[config.mk]
export PLATFORM = sky130hd
export DESIGN_NAME = fdma_regs
export DESIGN_NICKNAME = d
export VERILOG_FILES = /design/src/rtl/fdma_pkg.sv /design/src/rtl/fdma_decode.sv /design/src/rtl/fdma_lane_reg.sv /design/src/rtl/fdma_ctrl.sv /design/src/rtl/fdma_regs.sv
export SDC_FILE = /design/constraint.sdc
export NUM_CORES = 1
export LEC_CHECK = 0
export ABC_AREA = 1
export BUFFER_PORTS_ARGS = -buffer_cell sky130_fd_sc_hd__clkbuf_2
export CORE_UTILIZATION = 35
export DETAILED_ROUTE_END_ITERATION = 8
export SLEW_MARGIN = 10
export SYNTH_ARGS = -nofsm -noshare
export SYNTH_HDL_FRONTEND = slang
export SYNTH_SLANG_ARGS = --single-unit
[constraint.sdc]
create_clock -name clk -period 2.2 [get_ports clk]
set_input_delay 0.22 -clock clk [delete_from_list [all_inputs] [get_ports clk]]
set_output_delay 0.22 -clock clk [all_outputs]
set_load 0.005 [all_outputs]
[src/rtl/fdma_pkg.sv]
package fdma_pkg;

   typedef enum logic [2:0] {
      SEL_NONE = 3'd0,
      SEL_BASE = 3'd1,
      SEL_PTR  = 3'd2,
      SEL_CNT  = 3'd3,
      SEL_CTRL = 3'd4
   } fdma_sel_e;

   // control/status bit positions
   localparam int CS_RST  = 0;
   localparam int CS_RUN  = 1;
   localparam int CS_DIR  = 3;
   localparam int CS_IE   = 6;
   localparam int CS_FLAG = 7;

   // bits a control write always copies
   localparam logic [7:0] CS_COPY_MASK = 8'h48;

endpackage

[src/rtl/fdma_decode.sv]
module fdma_decode
   import fdma_pkg::*;
#(
   parameter int              ADDR_W    = 20,
   parameter logic [ADDR_W-1:0] BASE_ADR = 20'h31000,
   parameter logic [ADDR_W-1:0] PTR_ADR  = 20'h32060,
   parameter logic [ADDR_W-1:0] CNT_ADR  = 20'h32064,
   parameter logic [ADDR_W-1:0] CTRL_ADR = 20'h32068
) (
   input  logic [ADDR_W-1:0] addr,
   output fdma_sel_e         sel,
   output logic [1:0]        lane
);

   localparam logic [ADDR_W-1:0] WORD_SPAN = ADDR_W'(4);
   localparam logic [ADDR_W-1:0] HALF_SPAN = ADDR_W'(2);

   logic in_base, in_ptr, in_cnt, in_ctrl;
   logic [ADDR_W-1:0] d_base, d_ptr, d_cnt;

   always_comb begin
      d_base  = addr - BASE_ADR;
      d_ptr   = addr - PTR_ADR;
      d_cnt   = addr - CNT_ADR;
      in_base = (addr >= BASE_ADR) && (d_base < WORD_SPAN);
      in_ptr  = (addr >= PTR_ADR)  && (d_ptr  < WORD_SPAN);
      in_cnt  = (addr >= CNT_ADR)  && (d_cnt  < HALF_SPAN);
      in_ctrl = (addr == CTRL_ADR);
      sel  = SEL_NONE;
      lane = 2'd0;
      if (in_base) begin
         sel  = SEL_BASE;
         lane = d_base[1:0];
      end else if (in_ptr) begin
         sel  = SEL_PTR;
         lane = d_ptr[1:0];
      end else if (in_cnt) begin
         sel  = SEL_CNT;
         lane = d_cnt[1:0];
      end else if (in_ctrl) begin
         sel  = SEL_CTRL;
      end
   end

   // regions must not overlap
   if ((PTR_ADR + WORD_SPAN) > CNT_ADR) begin : g_bad_ptr
      $error("fdma_decode: pointer window overlaps count window");
   end
   if ((CNT_ADR + HALF_SPAN) > CTRL_ADR) begin : g_bad_cnt
      $error("fdma_decode: count window overlaps control offset");
   end

endmodule

[src/rtl/fdma_lane_reg.sv]
module fdma_lane_reg #(
   parameter int NB        = 4,
   parameter int ZERO_LSBS = 0,
   parameter int LW        = (NB > 1) ? $clog2(NB) : 1
) (
   input  logic            clk,
   input  logic            rst_n,
   input  logic            wr_en,
   input  logic [LW-1:0]   wr_lane,
   input  logic [7:0]      wdata,
   input  logic            ld_en,
   input  logic [NB*8-1:0] ld_val,
   input  logic [LW-1:0]   rd_lane,
   output logic [7:0]      rd_byte,
   output logic [NB*8-1:0] q
);

   localparam int          W    = NB * 8;
   localparam logic [W-1:0] KEEP = {W{1'b1}} << ZERO_LSBS;

   if (NB < 1 || NB > 4) begin : g_bad_nb
      $error("fdma_lane_reg: NB must be 1..4");
   end
   if (ZERO_LSBS < 0 || ZERO_LSBS >= W) begin : g_bad_zero
      $error("fdma_lane_reg: ZERO_LSBS out of range");
   end

   logic [W-1:0] nxt;

   // big-endian: lane 0 is the most significant byte
   for (genvar i = 0; i < NB; i++) begin : g_lane
      assign nxt[(NB-1-i)*8 +: 8] = (wr_en && (wr_lane == LW'(i))) ? wdata
                                                                      : q[(NB-1-i)*8 +: 8];
   end

   always_ff @(posedge clk or negedge rst_n) begin
      if (!rst_n)      q <= '0;
      else if (ld_en)  q <= ld_val & KEEP;
      else             q <= nxt & KEEP;
   end

   always_comb begin
      rd_byte = 8'h00;
      for (int j = 0; j < NB; j++) begin
         if (rd_lane == LW'(j)) rd_byte = q[(NB-1-j)*8 +: 8];
      end
   end

   // cleared low bits never hold a one
   if (ZERO_LSBS > 0) begin : g_zero_chk
      align_zero_chk: assert property (@(posedge clk) disable iff (!rst_n)
         (q & ~KEEP) == '0);
   end

endmodule

[src/rtl/fdma_ctrl.sv]
module fdma_ctrl
   import fdma_pkg::*;
(
   input  logic       clk,
   input  logic       rst_n,
   input  logic       wr_en,
   input  logic [7:0] wdata,
   input  logic       done,
   output logic [7:0] cs,
   output logic       soft_rst
);

   logic [7:0] nxt;
   logic       flag_set;

   assign soft_rst = wr_en && wdata[CS_RST];
   assign flag_set = done && cs[CS_RUN];

   always_comb begin
      nxt = cs;
      if (wr_en) begin
         nxt = (cs & ~CS_COPY_MASK) | (wdata & CS_COPY_MASK);
         if (wdata[CS_RST]) begin
            nxt = wdata & CS_COPY_MASK;
         end else begin
            nxt[CS_RUN] = wdata[CS_RUN];
            nxt[CS_RST] = 1'b0;
            if (wdata[CS_FLAG]) nxt[CS_FLAG] = 1'b0;
         end
      end
      // a completion in the same cycle overrides any clear
      if (flag_set) nxt[CS_FLAG] = 1'b1;
   end

   always_ff @(posedge clk or negedge rst_n) begin
      if (!rst_n) cs <= 8'h00;
      else        cs <= nxt;
   end


   copy_bits_chk: assert property (@(posedge clk) disable iff (!rst_n)
      wr_en |=> (cs[CS_IE] == $past(wdata[CS_IE])) && (cs[CS_DIR] == $past(wdata[CS_DIR])));

   soft_clear_chk: assert property (@(posedge clk) disable iff (!rst_n)
      (wr_en && wdata[CS_RST] && !(done && cs[CS_RUN])) |=> cs == ($past(wdata) & 8'h48));

   set_wins_chk: assert property (@(posedge clk) disable iff (!rst_n)
      (done && cs[CS_RUN]) |=> cs[CS_FLAG]);

   idle_hold_chk: assert property (@(posedge clk) disable iff (!rst_n)
      (!wr_en && !(done && cs[CS_RUN])) |=> $stable(cs));

endmodule

[src/rtl/fdma_regs.sv]
module fdma_regs
   import fdma_pkg::*;
#(
   parameter int                ADDR_W     = 20,
   parameter logic [ADDR_W-1:0] BASE_ADR   = 20'h31000,
   parameter logic [ADDR_W-1:0] PTR_ADR    = 20'h32060,
   parameter logic [ADDR_W-1:0] CNT_ADR    = 20'h32064,
   parameter logic [ADDR_W-1:0] CTRL_ADR   = 20'h32068,
   parameter int                ALIGN_BITS = 18,
   parameter logic [31:0]       RELOAD_OFS = 32'h0001_5000
) (
   input  logic              clk,
   input  logic              rst_n,
   input  logic [ADDR_W-1:0] reg_addr,
   input  logic              reg_wr,
   input  logic [7:0]        reg_wdata,
   output logic [7:0]        reg_rdata,
   input  logic              xfer_done,
   output logic [31:0]       ptr_out,
   output logic [15:0]       cnt_out,
   output logic              run,
   output logic              dir,
   output logic              irq
);

   if (RELOAD_OFS >= (32'd1 << ALIGN_BITS)) begin : g_bad_reload
      $error("fdma_regs: reload offset must lie inside one aligned window");
   end

   fdma_sel_e  sel;
   logic [1:0] lane;
   logic [31:0] base_q;
   logic [7:0] base_rd, ptr_rd, cnt_rd, cs;
   logic       soft_rst;

   fdma_decode #(
      .ADDR_W(ADDR_W), .BASE_ADR(BASE_ADR), .PTR_ADR(PTR_ADR),
      .CNT_ADR(CNT_ADR), .CTRL_ADR(CTRL_ADR)
   ) u_dec (
      .addr(reg_addr), .sel(sel), .lane(lane)
   );

   fdma_lane_reg #(.NB(4), .ZERO_LSBS(ALIGN_BITS)) u_base (
      .clk(clk), .rst_n(rst_n),
      .wr_en(reg_wr && sel == SEL_BASE), .wr_lane(lane), .wdata(reg_wdata),
      .ld_en(1'b0), .ld_val(32'h0),
      .rd_lane(lane), .rd_byte(base_rd), .q(base_q)
   );

   fdma_lane_reg #(.NB(4), .ZERO_LSBS(0)) u_ptr (
      .clk(clk), .rst_n(rst_n),
      .wr_en(reg_wr && sel == SEL_PTR), .wr_lane(lane), .wdata(reg_wdata),
      .ld_en(soft_rst), .ld_val(base_q + RELOAD_OFS),
      .rd_lane(lane), .rd_byte(ptr_rd), .q(ptr_out)
   );

   fdma_lane_reg #(.NB(2), .ZERO_LSBS(0)) u_cnt (
      .clk(clk), .rst_n(rst_n),
      .wr_en(reg_wr && sel == SEL_CNT), .wr_lane(lane[0]), .wdata(reg_wdata),
      .ld_en(soft_rst), .ld_val(16'h0000),
      .rd_lane(lane[0]), .rd_byte(cnt_rd), .q(cnt_out)
   );

   fdma_ctrl u_ctrl (
      .clk(clk), .rst_n(rst_n),
      .wr_en(reg_wr && sel == SEL_CTRL), .wdata(reg_wdata),
      .done(xfer_done), .cs(cs), .soft_rst(soft_rst)
   );

   always_comb begin
      unique case (sel)
         SEL_BASE: reg_rdata = base_rd;
         SEL_PTR:  reg_rdata = ptr_rd;
         SEL_CNT:  reg_rdata = cnt_rd;
         SEL_CTRL: reg_rdata = cs;
         default:  reg_rdata = 8'h00;
      endcase
   end

   assign run = cs[CS_RUN];
   assign dir = cs[CS_DIR];
   assign irq = cs[CS_FLAG] && cs[CS_IE];


   reload_chk: assert property (@(posedge clk) disable iff (!rst_n)
      soft_rst |=> (cnt_out == 16'h0) && (ptr_out == $past(base_q) + RELOAD_OFS));

   irq_src_chk: assert property (@(posedge clk) disable iff (!rst_n)
      $rose(irq) |-> (cs[CS_IE] && ($rose(cs[CS_FLAG]) || $rose(cs[CS_IE]))));

   unmapped_chk: assert property (@(posedge clk) disable iff (!rst_n)
      (reg_wr && sel == SEL_NONE) |=> $stable(base_q) && (xfer_done || $stable(cs)));

endmodule

## Yosys cells after proc, flatten, opt, wreduce, memory -nomap -nowiden

Cells that the tools add are included.

- Register bits: 70
- Word-level logic and storage cells: 87
- Input port bits: 32

- Eq/ne operators: 8
- Add/sub/neg operators: 4
- Reductions and logical operators: 26
- Bitwise gates (word level): 2
- Multiplexer cells: 31
- Magnitude comparators: 6

Operators by type and width:

| cell | count |
|---|---|
| $mux W8 | 16 |
| $ge A20 B18 Y1 const B | 3 |
| $sub A20 B18 Y20 const B | 3 |
| $lt A20 B3 Y1 const B | 2 |
| $add A32 B17 Y32 const B | 1 |
| $mux W32 | 1 |
| $pmux W8 S4 | 1 |
| $eq A20 B18 Y1 const B | 1 |
| $lt A20 B2 Y1 const B | 1 |
| $logic_and A1 B1 Y1 | 18 |
| $mux W16 | 1 |
| $reduce_bool A2 Y1 | 7 |
| $mux W3 | 4 |
| $mux W2 | 4 |
| $or A8 B7 Y8 | 1 |
| $eq A3 B2 Y1 const B | 2 |
| $mux W5 | 1 |
| $eq A2 B2 Y1 const B | 2 |
| $eq A3 B1 Y1 const B | 1 |
| $eq A3 B3 Y1 const B | 1 |
| $mux W1 | 3 |
| $eq A2 B1 Y1 const B | 1 |
| $logic_not A2 Y1 | 1 |
| $not A1 Y1 | 1 |

## Longest topological paths before layout

- Word-level depth: 12
- Mapped depth: 23

## By module

A second synthesis with hierarchy kept.

- Cell total of the unflattened synthesis: 977
- Area total of the unflattened synthesis: 5,998.3 sq um

By module, submodules not included:

| module | instances | cells each | seq. area each (sq um) | area each (sq um) |
|---|---|---|---|---|
| fdma_lane_reg (u_ptr) | 1 | 267 | 800.8 | 1,859.3 |
| fdma_decode | 1 | 228 | 0.0 | 1,068.5 |
| fdma_lane_reg (u_base) | 1 | 148 | 350.3 | 1,032.2 |
| fdma_lane_reg (u_cnt) | 1 | 139 | 400.4 | 952.2 |
| fdma_regs | 1 | 159 | 0.0 | 790.8 |
| fdma_ctrl | 1 | 36 | 175.2 | 295.3 |

## Least setup slack after synthesis

Ideal clock, no wire load.

- Kind: input to output
- Start: input port reg_addr[5]
- End: output port reg_rdata[6]
- Path slack: -118 ps
- Cell stages on the path: 20
- Path buffers: 2
- Arrival: 2,098 ps
- Path through: inv_1 -> ha_1 -> nor2_1 -> nand2_1 -> nor2_1 -> nand2_1 -> nor2_1 -> nand2_1 -> nor2_2 -> nand3_2 -> nor2_4 -> nor2_2 -> nand2_2 -> buf_6 -> nand2_4 -> buf_6 -> nor2_1 -> o21ai_1 -> a21oi_1 -> nand2_1

- Word-level cells in the longest chain between the ends: 12
- Elaborated cells between the ends (all ways): 38
- Those cells by class: 3 x add/sub; 6 x order compare; 8 x eq/ne; 17 x mux; 4 x reduce/logical

RTL lines:

| what | line | text |
|---|---|---|
| start: declaration | fdma_regs.sv:14 | `input logic [ADDR_W-1:0] reg_addr,` |
| $sub A20 B18 Y20 | fdma_decode.sv:24 | `d_cnt = addr - CNT_ADR;` |
| $lt A20 B2 Y1 | fdma_decode.sv:27 | `in_cnt = (addr >= CNT_ADR) && (d_cnt < HALF_SPAN);` |
| $logic_and A1 B1 Y1 | fdma_decode.sv:27 |  |
| $mux W2 | fdma_decode.sv:37 | `end else if (in_cnt) begin` |
| $mux W2 | fdma_decode.sv:34 | `end else if (in_ptr) begin` |
| $mux W2 | fdma_decode.sv:31 | `if (in_base) begin` |
| $logic_not A2 Y1 | fdma_lane_reg.sv:45 | `if (rd_lane == LW'(j)) rd_byte = q[(NB-1-j)*8 +: 8];` |
| $mux W8 (4 in series) | fdma_lane_reg.sv:45 |  |
| $pmux W8 S4 (*) | fdma_regs.sv:71 | `unique case (sel)` |
| end: declaration | fdma_regs.sv:17 | `output logic [7:0] reg_rdata,` |

Mark *: on every way between the ends. The rest lies on a longest branch, timed or not.

## Final worst setup path

- Start: input port reg_addr[14]
- End: output port reg_rdata[5]

Same word-level chain as after synthesis.

==> out/qor.txt <==
Die X-Extent - 122 um
Starting Density - 35.9%
Arr. time, crit path - 2.51 ns
r2r setup slk - 1.36 ns
Core Util, Final - 54.6%
fin cells - 1172
FF+latch area - 0.00173 sq mm
status - complete, but fails checks
Crit Path Max Fanout - 5
CP Capture Type - output port
share of cells above drive strength 1 - 39.8%
TritonCTS Buffers - 9
Worst Hold Path Cells - 2
clock buffer depth - 2
Pre-Repair DR Iteration Count - 5
worst-margin pin slew - 0.474 ns
pre-CTS WS - -0.657 ns
area of the multi-input gates - 0.00323 sq mm
failing checks - negative setup slack
post-synthesis register bit count - 69
most numerous cell in the Yosys netlist - nand2_1
ys async rst share - 100%
CP Class - primary input to output port
io pins - 91
final WL - 19500 um
Synth cell types - 46
HPWL after DPL - 15000 um
Post-synth EDFFs - 0
Avg Inst Size Synth - 6.69 sq um
Final setup violation count - 44
crit path launch type - primary input
Max-slew headroom - 68.4%
routability-driven placement congestion ratio - 0.959
Syn Std Cell Area - 0.00501 sq mm
vias in the first global route - 5789
Power Density - 448 mW/mm^2
Reg-to-Reg End - u_ptr.q[20]
post-route clock period utilization - 124%
Hold Startpoint - xfer_done
die height - 122 um
Synth area leaders - dfrtp_1 34%, nand2_1 19%, nand3_1 5.6%
FF-to-FF path depth - 4
Synth area leader - dfrtp_1
Layout area overhead - 52.0%
GRT Residual Overflow - 0
# fillers - 1349
Synthesized Nets - 782
Hold Crit Endpoint - u_ctrl.cs[7]
PortBufs - 90
H-tree levels - 3
Avg Vias per Cell - 5.13
routed len/inst - 16.6 um
Required @ worst endpoint - 1.98 ns
Min-Delay Path Class - primary input to flip-flop
global-route wire length before repair - 30100 um
Core ar. - 0.0139 sq mm
Yosys top cell area share - 34.5%
Reg clk slew, reported paths - 0.06 ns
initial antenna violation count - 0
RSZ-0062 raised after global routing - true
Final Hold Slack - 0.111 ns
Mapped Cells - 748
Ant. Diodes - 0
Top FF cell, synth - dfrtp_1
initial drt markers - 405
DR vias - 6012
Placement Rows - 43
Hold Vio Cnt, Final - 0
skew final - 0.00408 ns
Final Worst Setup Slack - -0.531 ns
largest net degree at the start of global routing - 52
Detail Route Antenna Nets - 0
Die Area - 0.0148 sq mm
cell leakage power - 3.89 nW
YS warnings - 0
clk sink count - 69
placed cells - 1137
register area share after synthesis - 34.5%
clk_lat worst skew - 0.33 ns
Tmin final - 2.73 ns
CTS tree - done
commonest cells in the netlist - 253 x nand2_1, 72 x inv_1, 69 x dfrtp_1
r2r startpoint - u_base.q[20]
count of final max-slew check failures - 0
All-Layer GR Usage - 26.8%
Worst VDD drop - 467 uV
CTS root buf - clkbuf_16
Max Clock Freq - 366 MHz
maxcap violations - 0
DRC viols - 0
Nets - 1021
## report_power, final
| group | internal [mW] | switching, mW |
|---|---|---|
| Combinational | 0.222 | 0.326 |
| Clock | 1.00 | 0.587 |
| Sequential | 1.27 | 0.0000714 |
## cells by family (layout without fill, tap and decap cells)
| kind of cell | count (synthesis) | in the layout | share of synthesized area [%] |
|---|---|---|---|
| buf+inv | 100 | 341 | 8.37 |
| simple gates | 467 | 470 | 43.2 |
| compound gates | 103 | 103 | 12.1 |
| xor+xnor | 7 | 7 | 1.37 |
| fa+ha+maj | 2 | 2 | 0.500 |
| flops | 69 | 69 | 34.5 |
## flip-flops by register name, indices dropped and copies added, names as in the netlist
name	flops
u_base.q	14
u_cnt.q	16
u_ctrl.cs	7
u_ptr.q	32
## layout by cell type (no fill, tap or decap), drive strengths merged
| cell | synthesis | routed |
|---|---|---|
| dlygate4sd3 | 0 | 1 |
| a22o | 1 | 1 |
| o211ai | 3 | 3 |
| nor2 | 85 | 85 |
| a221oi | 1 | 1 |
| o221ai | 5 | 5 |
| nand3b | 6 | 6 |
| clkinvlp | 0 | 1 |
| a21boi | 2 | 2 |
| nor4 | 3 | 3 |
| clkbuf | 5 | 96 |
| buf | 8 | 151 |
| or2 | 7 | 7 |
| bufinv | 0 | 2 |
| o21ai | 67 | 67 |
| xor2 | 7 | 7 |
| a21oi | 15 | 15 |
| dfrtp | 69 | 69 |
| nand3 | 65 | 66 |
| nand2 | 272 | 274 |
| nand4 | 17 | 17 |
| inv | 84 | 86 |
| clkinv | 3 | 4 |
| o22ai | 6 | 6 |
| a211oi | 2 | 2 |
| ha | 2 | 2 |
| o31ai | 1 | 1 |
| and2 | 2 | 2 |
| nor3 | 9 | 9 |
| and3 | 1 | 1 |
## worst max-delay path, cell delays in order
cell      delay (ns)
clkbuf_2        0.12
nor2_4          0.15
buf_4           0.14
nand2_2         0.10
nor2_2          0.17
nand2_1         0.13
nand3_1         0.12
nand4_1         0.14
nor2_2          0.13
nand3_2         0.13
nand2_4         0.19
buf_12          0.17
nand3_4         0.11
clkinv_4        0.10
nand2_2         0.05
nand2_2         0.09
a21oi_2         0.07
nand2_1         0.08
clkbuf_2        0.11
## metrics by stage
stage	power [mW]	TNS [ns]	cell area [sq um]
global placement	1.80	-21.72	6720
finish	3.41	-6.27	7610
floorplan	1.50	-0.0664	5060
CTS	3.40	-3.57	7360
detailed placement	1.80	-20.75	6720
global route	3.51	-12.20	7610
## what timing repair did
| action | in CTS | in global routing |
|---|---|---|
| hold buffers | 1 | 0 |
| gates resized for setup | 60 | 54 |
| cloned | 3 | 1 |
| setup buffers | 8 | 6 |
| pin swaps | 29 | 25 |
| hold endpoints to repair | 18 | 0 |
| setup endpoints to repair | 30 | 57 |
## layout make-up
cell class              instances  area share, %
well taps                     180           2.96
clock inverters                 6           1.23
inverters                      87           4.78
repair buffers                238           22.9
multi-input cells             582           42.4
flip-flops and latches         69           22.7
clock buffers                  10           3.01
## worst max path at each step
| stage | start | end | slack (ns) |
|---|---|---|---|
| 6_report | reg_addr[14] | reg_rdata[5] | -0.53 |
| 3_3_place_gp | reg_addr[5] | reg_rdata[2] | -0.63 |
| 3_5_place_dp | reg_addr[6] | reg_rdata[2] | -0.66 |
| 4_1_cts | reg_addr[6] | reg_rdata[5] | -0.43 |
| 2_1_floorplan | reg_addr[6] | reg_rdata[3] | -0.05 |
| 5_1_grt | reg_addr[6] | reg_rdata[4] | -0.63 |
## per-layer routing
| metal | wire length, um | vias to the layer above | global-route usage [%] |
|---|---|---|---|
| li1 | - | 2917 | - |
| met1 | 8630 | 2813 | 37.4 |
| met2 | 9050 | 230 | 42.6 |
| met3 | 1220 | 52 | 3.93 |
| met4 | 608 | 0 | 8.56 |
| met5 | 0 | - | 0 |
Note: power is estimated with default switching activity, not from simulation.
